### src/rtl/syncgen_pkg.sv
package syncgen_pkg;

  // Counter and register field width.
  localparam int unsigned CNT_W = 12;
  // Bit position of the upper field inside a 32-bit register.
  localparam int unsigned HI_LSB = 16;
  localparam int unsigned REG_W = 32;
  localparam int unsigned NUM_REGS = 4;
  localparam int unsigned ADDR_W = $clog2(NUM_REGS);

  typedef enum logic [ADDR_W-1:0] {
    ADDR_FRAME  = 2'd0,
    ADDR_HSYNC  = 2'd1,
    ADDR_VSTART = 2'd2,
    ADDR_VSTOP  = 2'd3
  } regAddr_e;

  // Strobes from the compare logic to the datapath.
  typedef struct packed {
    logic pixWrap;
    logic lineWrap;
    logic hSet;
    logic hClr;
    logic vSet;
    logic vClr;
  } syncStrobe_t;

endpackage

### src/rtl/syncgen_ctrl.sv
module syncgen_ctrl
  import syncgen_pkg::*;
(
  input  logic [CNT_W-1:0] pixCount,
  input  logic [CNT_W-1:0] lineCount,
  input  logic [CNT_W-1:0] lastPix,
  input  logic [CNT_W-1:0] lastLine,
  input  logic [CNT_W-1:0] hStart,
  input  logic [CNT_W-1:0] hStop,
  input  logic [CNT_W-1:0] vStartX,
  input  logic [CNT_W-1:0] vStartY,
  input  logic [CNT_W-1:0] vStopX,
  input  logic [CNT_W-1:0] vStopY,
  output syncStrobe_t      strobe
);

  logic pixAtEnd;
  logic lineAtEnd;

  // ">=" lets a shrunk frame recover in one clock.
  assign pixAtEnd  = (pixCount >= lastPix);
  assign lineAtEnd = (lineCount >= lastLine);

  always_comb begin
    strobe          = '0;
    strobe.pixWrap  = pixAtEnd;
    strobe.lineWrap = pixAtEnd && lineAtEnd;
    strobe.hSet     = (pixCount == hStart);
    strobe.hClr     = (pixCount == hStop);
    strobe.vSet     = (lineCount == vStartY) && (pixCount == vStartX);
    strobe.vClr     = (lineCount == vStopY) && (pixCount == vStopX);
  end

endmodule

### src/rtl/syncgen_datapath.sv
module syncgen_datapath
  import syncgen_pkg::*;
#(
  parameter int unsigned DEF_LAST_PIX  = 799,
  parameter int unsigned DEF_LAST_LINE = 524
) (
  input  logic                 clk,
  input  logic                 rstN,
  input  logic                 wrEn,
  input  logic [ADDR_W-1:0]    addr,
  input  logic [REG_W-1:0]     wrData,
  input  syncStrobe_t          strobe,
  output logic [REG_W-1:0]     rdData,
  output logic [CNT_W-1:0]     pixCount,
  output logic [CNT_W-1:0]     lineCount,
  output logic [CNT_W-1:0]     lastPix,
  output logic [CNT_W-1:0]     lastLine,
  output logic [CNT_W-1:0]     hStart,
  output logic [CNT_W-1:0]     hStop,
  output logic [CNT_W-1:0]     vStartX,
  output logic [CNT_W-1:0]     vStartY,
  output logic [CNT_W-1:0]     vStopX,
  output logic [CNT_W-1:0]     vStopY,
  output logic                 hsyncOut,
  output logic                 vsyncOut
);

  localparam logic [CNT_W-1:0] RST_LO0 = CNT_W'(DEF_LAST_PIX);
  localparam logic [CNT_W-1:0] RST_HI0 = CNT_W'(DEF_LAST_LINE);
  localparam int unsigned RSV_W = HI_LSB - CNT_W;

  logic [CNT_W-1:0] cfgLo [NUM_REGS];
  logic [CNT_W-1:0] cfgHi [NUM_REGS];
  logic             unusedRsvBits;

  // Reserved data bits are never stored.
  assign unusedRsvBits = ^{wrData[HI_LSB-1:CNT_W], wrData[REG_W-1:HI_LSB+CNT_W]};

  for (genvar gi = 0; gi < NUM_REGS; gi++) begin : gRegs
    localparam logic [CNT_W-1:0] RST_LO = (gi == 0) ? RST_LO0 : '0;
    localparam logic [CNT_W-1:0] RST_HI = (gi == 0) ? RST_HI0 : '0;
    always_ff @(posedge clk or negedge rstN) begin
      if (!rstN) begin
        cfgLo[gi] <= RST_LO;
        cfgHi[gi] <= RST_HI;
      end else if (wrEn && (addr == ADDR_W'(gi))) begin
        cfgLo[gi] <= wrData[CNT_W-1:0];
        cfgHi[gi] <= wrData[HI_LSB+CNT_W-1:HI_LSB];
      end
    end
  end

  assign rdData = {{(REG_W-HI_LSB-CNT_W){1'b0}}, cfgHi[addr],
                   {RSV_W{1'b0}}, cfgLo[addr]};

  assign lastPix  = cfgLo[ADDR_FRAME];
  assign lastLine = cfgHi[ADDR_FRAME];
  assign hStart   = cfgLo[ADDR_HSYNC];
  assign hStop    = cfgHi[ADDR_HSYNC];
  assign vStartX  = cfgLo[ADDR_VSTART];
  assign vStartY  = cfgHi[ADDR_VSTART];
  assign vStopX   = cfgLo[ADDR_VSTOP];
  assign vStopY   = cfgHi[ADDR_VSTOP];

  always_ff @(posedge clk or negedge rstN) begin
    if (!rstN) begin
      pixCount  <= '0;
      lineCount <= '0;
    end else if (strobe.pixWrap) begin
      pixCount  <= '0;
      lineCount <= strobe.lineWrap ? '0 : lineCount + 1'b1;
    end else begin
      pixCount  <= pixCount + 1'b1;
    end
  end

  // Clear has priority over set for both sync levels.
  always_ff @(posedge clk or negedge rstN) begin
    if (!rstN) begin
      hsyncOut <= 1'b0;
      vsyncOut <= 1'b0;
    end else begin
      if (strobe.hClr)      hsyncOut <= 1'b0;
      else if (strobe.hSet) hsyncOut <= 1'b1;
      if (strobe.vClr)      vsyncOut <= 1'b0;
      else if (strobe.vSet) vsyncOut <= 1'b1;
    end
  end

endmodule

### src/rtl/syncgen_top.sv
module syncgen_top
  import syncgen_pkg::*;
#(
  parameter int unsigned DEF_LAST_PIX  = 799,
  parameter int unsigned DEF_LAST_LINE = 524
) (
  input  logic        clk,
  input  logic        rstN,
  input  logic        regWrEn,
  input  logic [1:0]  regAddr,
  input  logic [31:0] regWrData,
  output logic [31:0] regRdData,
  output logic [11:0] pixCount,
  output logic [11:0] lineCount,
  output logic        hsyncOut,
  output logic        vsyncOut
);

  syncStrobe_t      strobe;
  logic [CNT_W-1:0] lastPix, lastLine, hStart, hStop;
  logic [CNT_W-1:0] vStartX, vStartY, vStopX, vStopY;

  syncgen_ctrl u_ctrl (
    .pixCount  (pixCount),
    .lineCount (lineCount),
    .lastPix   (lastPix),
    .lastLine  (lastLine),
    .hStart    (hStart),
    .hStop     (hStop),
    .vStartX   (vStartX),
    .vStartY   (vStartY),
    .vStopX    (vStopX),
    .vStopY    (vStopY),
    .strobe    (strobe)
  );

  syncgen_datapath #(
    .DEF_LAST_PIX  (DEF_LAST_PIX),
    .DEF_LAST_LINE (DEF_LAST_LINE)
  ) u_dp (
    .clk       (clk),
    .rstN      (rstN),
    .wrEn      (regWrEn),
    .addr      (regAddr),
    .wrData    (regWrData),
    .strobe    (strobe),
    .rdData    (regRdData),
    .pixCount  (pixCount),
    .lineCount (lineCount),
    .lastPix   (lastPix),
    .lastLine  (lastLine),
    .hStart    (hStart),
    .hStop     (hStop),
    .vStartX   (vStartX),
    .vStartY   (vStartY),
    .vStopX    (vStopX),
    .vStopY    (vStopY),
    .hsyncOut  (hsyncOut),
    .vsyncOut  (vsyncOut)
  );

endmodule

### config.mk
export PLATFORM = sky130hd
export DESIGN_NAME = syncgen_top
export DESIGN_NICKNAME = d
export VERILOG_FILES = /design/src/rtl/syncgen_pkg.sv /design/src/rtl/syncgen_ctrl.sv /design/src/rtl/syncgen_datapath.sv /design/src/rtl/syncgen_top.sv
export SDC_FILE = /design/constraint.sdc
export NUM_CORES = 1
export LEC_CHECK = 0
export BUFFER_PORTS_ARGS = -buffer_cell sky130_fd_sc_hd__buf_2
export CAP_MARGIN = 40
export CORE_MARGIN = 4
export CORE_UTILIZATION = 55
export CTS_CLUSTER_SIZE = 25
export DETAILED_ROUTE_END_ITERATION = 8
export HOLD_SLACK_MARGIN = 0.12
export PLACE_DENSITY = 0.76
export SLEW_MARGIN = 20
export SYNTH_ARGS = -nofsm -noshare
export SYNTH_HDL_FRONTEND = slang
export SYNTH_SLANG_ARGS = --single-unit
### constraint.sdc
create_clock -name clk -period 2.4 [get_ports clk]
set_input_delay 0.12 -clock clk [delete_from_list [all_inputs] [get_ports clk]]
set_output_delay 0.12 -clock clk [all_outputs]
set_load 0.1 [all_outputs]
==> results.sh <==
export IMPL_die_x_um=119
export IMPL_synth_top_area_share_pct=41.3
export IMPL_yosys_most_used_dff="dfrtp_1"
export IMPL_grt_use_met1_pct=34.0
export IMPL_status="finished clean"
export IMPL_ys_seq_elements=122
export IMPL_dieArea_sq_um=14200
export IMPL_grt_max_degree=56
export IMPL_min_period_ns=2.35
export IMPL_portBuffers=78
export IMPL_power_per_cell_area_nw_per_um2=1080
export IMPL_yosys_warnings=0
export IMPL_hold_viol_final=0
export IMPL_netlist_area_sq_um=6790
export IMPL_max_freq_mhz=425
export IMPL_clk_pin_slew_ns=0.06
export IMPL_cts_tree="built"
export IMPL_yosys_area_top_type="dfrtp_1"
export IMPL_synth_commonest_cells="dfrtp_1 (112), mux2_1 (53), xor2_1 (48)"
export IMPL_slew_headroom_pct=47.4
export IMPL_swShare_pct=41.3
export IMPL_synth_cell_types=41
export IMPL_row_count=40
export IMPL_worst_setup_path_start_kind="register"
export IMPL_dp_hpwl_um=13300
export IMPL_cp_slowest_stage_delay_ns=0.53
export IMPL_synth_edf_count=0
export IMPL_antenna_found_initial=0
export IMPL_globalRouteMet2Util_pct=44.8
export IMPL_cpMaxStageDelayCell="dfstp_2"
export IMPL_intPower_w=0.00538
export IMPL_synthCells=580
export IMPL_fin_crit_sh_pct=98.0
export IMPL_drv_cap=0
export IMPL_ant_nets=0
export IMPL_worst_pin_slew_ns=0.790
export IMPL_placed_cells=823
export IMPL_arrival_ns=2.67
export IMPL_max_vdd_ir_drop_uv=791
export IMPL_wl_per_cell_um=21.0
export IMPL_clock_power_share_pct=30.1
export IMPL_yosysMostFrequentCell="dfrtp_1"
export IMPL_fin_nets=764
export IMPL_crit_type="register to register"
export IMPL_drc=0
export IMPL_crit_path_max_fanout=8
export IMPL_power_switching_w=0.00379
export IMPL_clk_latency_ns=0.42
export IMPL_finalMaxSlewViolations=0
export IMPL_hold_class="input pin to register"
export IMPL_clock_skew_final_ns=0.00695
export IMPL_boundaryPins=95
export IMPL_track_usage_pct=26.7
export IMPL_grt_pass1_wl_um=29100
export IMPL_overflow=0
export IMPL_dr_first_iter_drc_count=463
export IMPL_ys_seq_area_share_pct=45.2
export IMPL_h_tree_depth=4
export IMPL_drt_first_pass_iters=5
export IMPL_path_cells="inv_1 -> ha_1 -> a211oi_1 -> o21ai_1 -> a21oi_1 -> o21ai_1 -> buf_4 -> nor2b_2 -> a22o_1"
export IMPL_p_comb_share_pct=39.1
export IMPL_grt_pass1_vias=5330
export IMPL_grt_util_met3_pct=5.27
export IMPL_nFillCells=807
export IMPL_synth_area_leaders="dfrtp_1 (41%), mux2_1 (8.8%), mux4_2 (8.0%)"
export IMPL_num_vias=5170
export IMPL_critPathMostFrequentCell="o21ai_1"
export IMPL_routed_wl_um=18500
export IMPL_clockBufferDepth=2
export IMPL_die_h_um=119
export IMPL_endpoint_kind="register"
export IMPL_final_cells=882
export IMPL_finalSetupViolCount=0
export IMPL_power_frac_seq_pct=30.8
export IMPL_root_buffer="clkbuf_16"
export IMPL_syn_avg_cell_area_sq_um=11.7
export IMPL_gp_congestion=0.916
export IMPL_vias_per_cell=5.86
export IMPL_layout_area_overhead_vs_synth_pct=24.6
export IMPL_cts_made_buffers=17
export IMPL_layout_drive_gt1_share_pct=31.2
export IMPL_antenna_cells=0
export IMPL_clock_sinks=122
export IMPL_leakagePower_nw=3.89
export IMPL_crit_required_ns=2.71
export IMPL_hold_slack_ns=0.177
export IMPL_initial_utilization_pct=56.3
export IMPL_coreArea_sq_um=12100
export IMPL_grt_busiest_layer="met2"
export IMPL_synthArstFlopShare_pct=100
worst max-delay path, delay by kind of cell (launching register included):
family | cells | cell delay, ns
compound gates | 5 | 0.98
flops | 1 | 0.53
fa+ha+maj | 1 | 0.29
buf+inv | 2 | 0.24
simple gates | 1 | 0.20
stage by stage:
step	utilization [%]	instance area [sq um]	setup WS (ns)	total power [W]	setup TNS, ns
global route	70.1	8460	-0.000659	0.00950	-0.000659
detailed placement	62.2	7510	-0.179	0.00630	-1.68
global placement	62.2	7510	-0.00707	0.00620	-0.00707
floorplan	-	6830	0.00785	0.00545	0
CTS	69.7	8410	0.00266	0.00911	0
finish	70.1	8460	0.0486	0.00917	0
power by group through the flow:
stage	combinational, W	clock [W]	sequential (W)
floorplan	0.00212	0	0.00334
global placement	0.00339	0	0.00281
detailed placement	0.00346	0	0.00284
CTS	0.00353	0.00277	0.00281
global route	0.00377	0.00287	0.00286
finish	0.00359	0.00276	0.00282
per-layer routing:
layer	vias to the layer above	routed length (um)
met4	0	551
li1	2286	-
met5	-	0
met1	2618	7500
met3	50	1120
met2	216	9360
registers in the layout, indices dropped and copies added (netlist names):
register / cells
u_dp.pixCount: 12
u_dp.vStopX: 12
u_dp.lastLine: 12
u_dp.hStop: 12
u_dp.vsyncOut: 1
u_dp.vStartY: 12
u_dp.hsyncOut: 1
u_dp.vStopY: 12
u_dp.lineCount: 12
u_dp.hStart: 12
u_dp.lastPix: 12
u_dp.vStartX: 12
placed cells by master, fill, tap and decap left out, types with 2 or more instances in the layout:
cell type      synthesis  final
nand4_1               10     10
dfrtp_4                0      2
nand3b_1               2      2
mux2_2                22     22
a211oi_1               2      2
xnor2_1               34     34
clkinvlp_4             0      2
dfstp_2               10     10
nor2b_1                6      6
buf_12                 0      2
xor2_1                48     48
a31oi_1                4      4
bufinv_16              0      5
a22o_1                10     10
dfrtp_1              112     99
dlygate4sd3_1          0     25
nor4_1                12     12
nor3_1                 4      4
a21o_1                 4      4
clkbuf_16              0     17
nand2_1               32     32
o21ai_1               34     34
buf_2                 10     77
mux2_1                53     53
nand3_1               10     10
buf_4                  9     34
clkinv_2               0      8
inv_1                 28     28
nor2_1                23     23
mux4_2                24     24
dfrtp_2                0     11
ha_1                  26     25
a21oi_1                5      5
and3_1                 7      7
conb_1                 1      8
cell families (layout without fill, tap and decap cells):
group / after synthesis / count (layout) / synth area share (%)
multiplexers: 99 / 99 / 20.4
AO/OA/AOI/OAI: 66 / 66 / 5.99
adder cells (fa/ha/maj): 26 / 26 / 4.79
buffers and inverters: 73 / 199 / 4.83
AND/OR/NAND/NOR: 111 / 112 / 8.15
XOR/XNOR: 82 / 82 / 10.6
flip-flops: 122 / 122 / 45.2
other: 1 / 8 / 0.0553
final cells by class:
type | count | area, sq um | area share (%)
inverter | 28 | 105 | 1.24
clock buffer | 17 | 425 | 5.03
tap | 168 | 210 | 2.49
timing repair buffer | 139 | 942 | 11.1
multi-input combinational | 393 | 3480 | 41.2
sequential | 122 | 3090 | 36.5
clock inverter | 15 | 205 | 2.43
worst paths after layout:
path | startpoint | to | slack [ns] | cells after the start
worst max-delay path | u_dp.lastPix[2] | u_dp.lineCount[7] | 0.05 | 9
worst min-delay path | regWrEn | u_dp.lastPix[1] | 0.18 | 4
worst max register to register | u_dp.lastPix[2] | u_dp.lineCount[7] | 0.05 | 9
worst min register to register | u_dp.lastPix[1] | u_dp.lastPix[1] | 0.51 | 2
max in group asynchronous | rstN | u_dp.lastLine[3] | 1.29 | 3
min in group asynchronous | rstN | u_dp.pixCount[0] | 0.30 | 2
what timing repair did:
item,4_1_cts,5_1_grt
resized for setup,3,6
endpoints found under the setup margin,11,12
cloned,0,1
hold endpoints to repair,143,0
hold buffers,25,0
buffers inserted,1,0
Note: power is estimated with default switching activity, not from simulation.
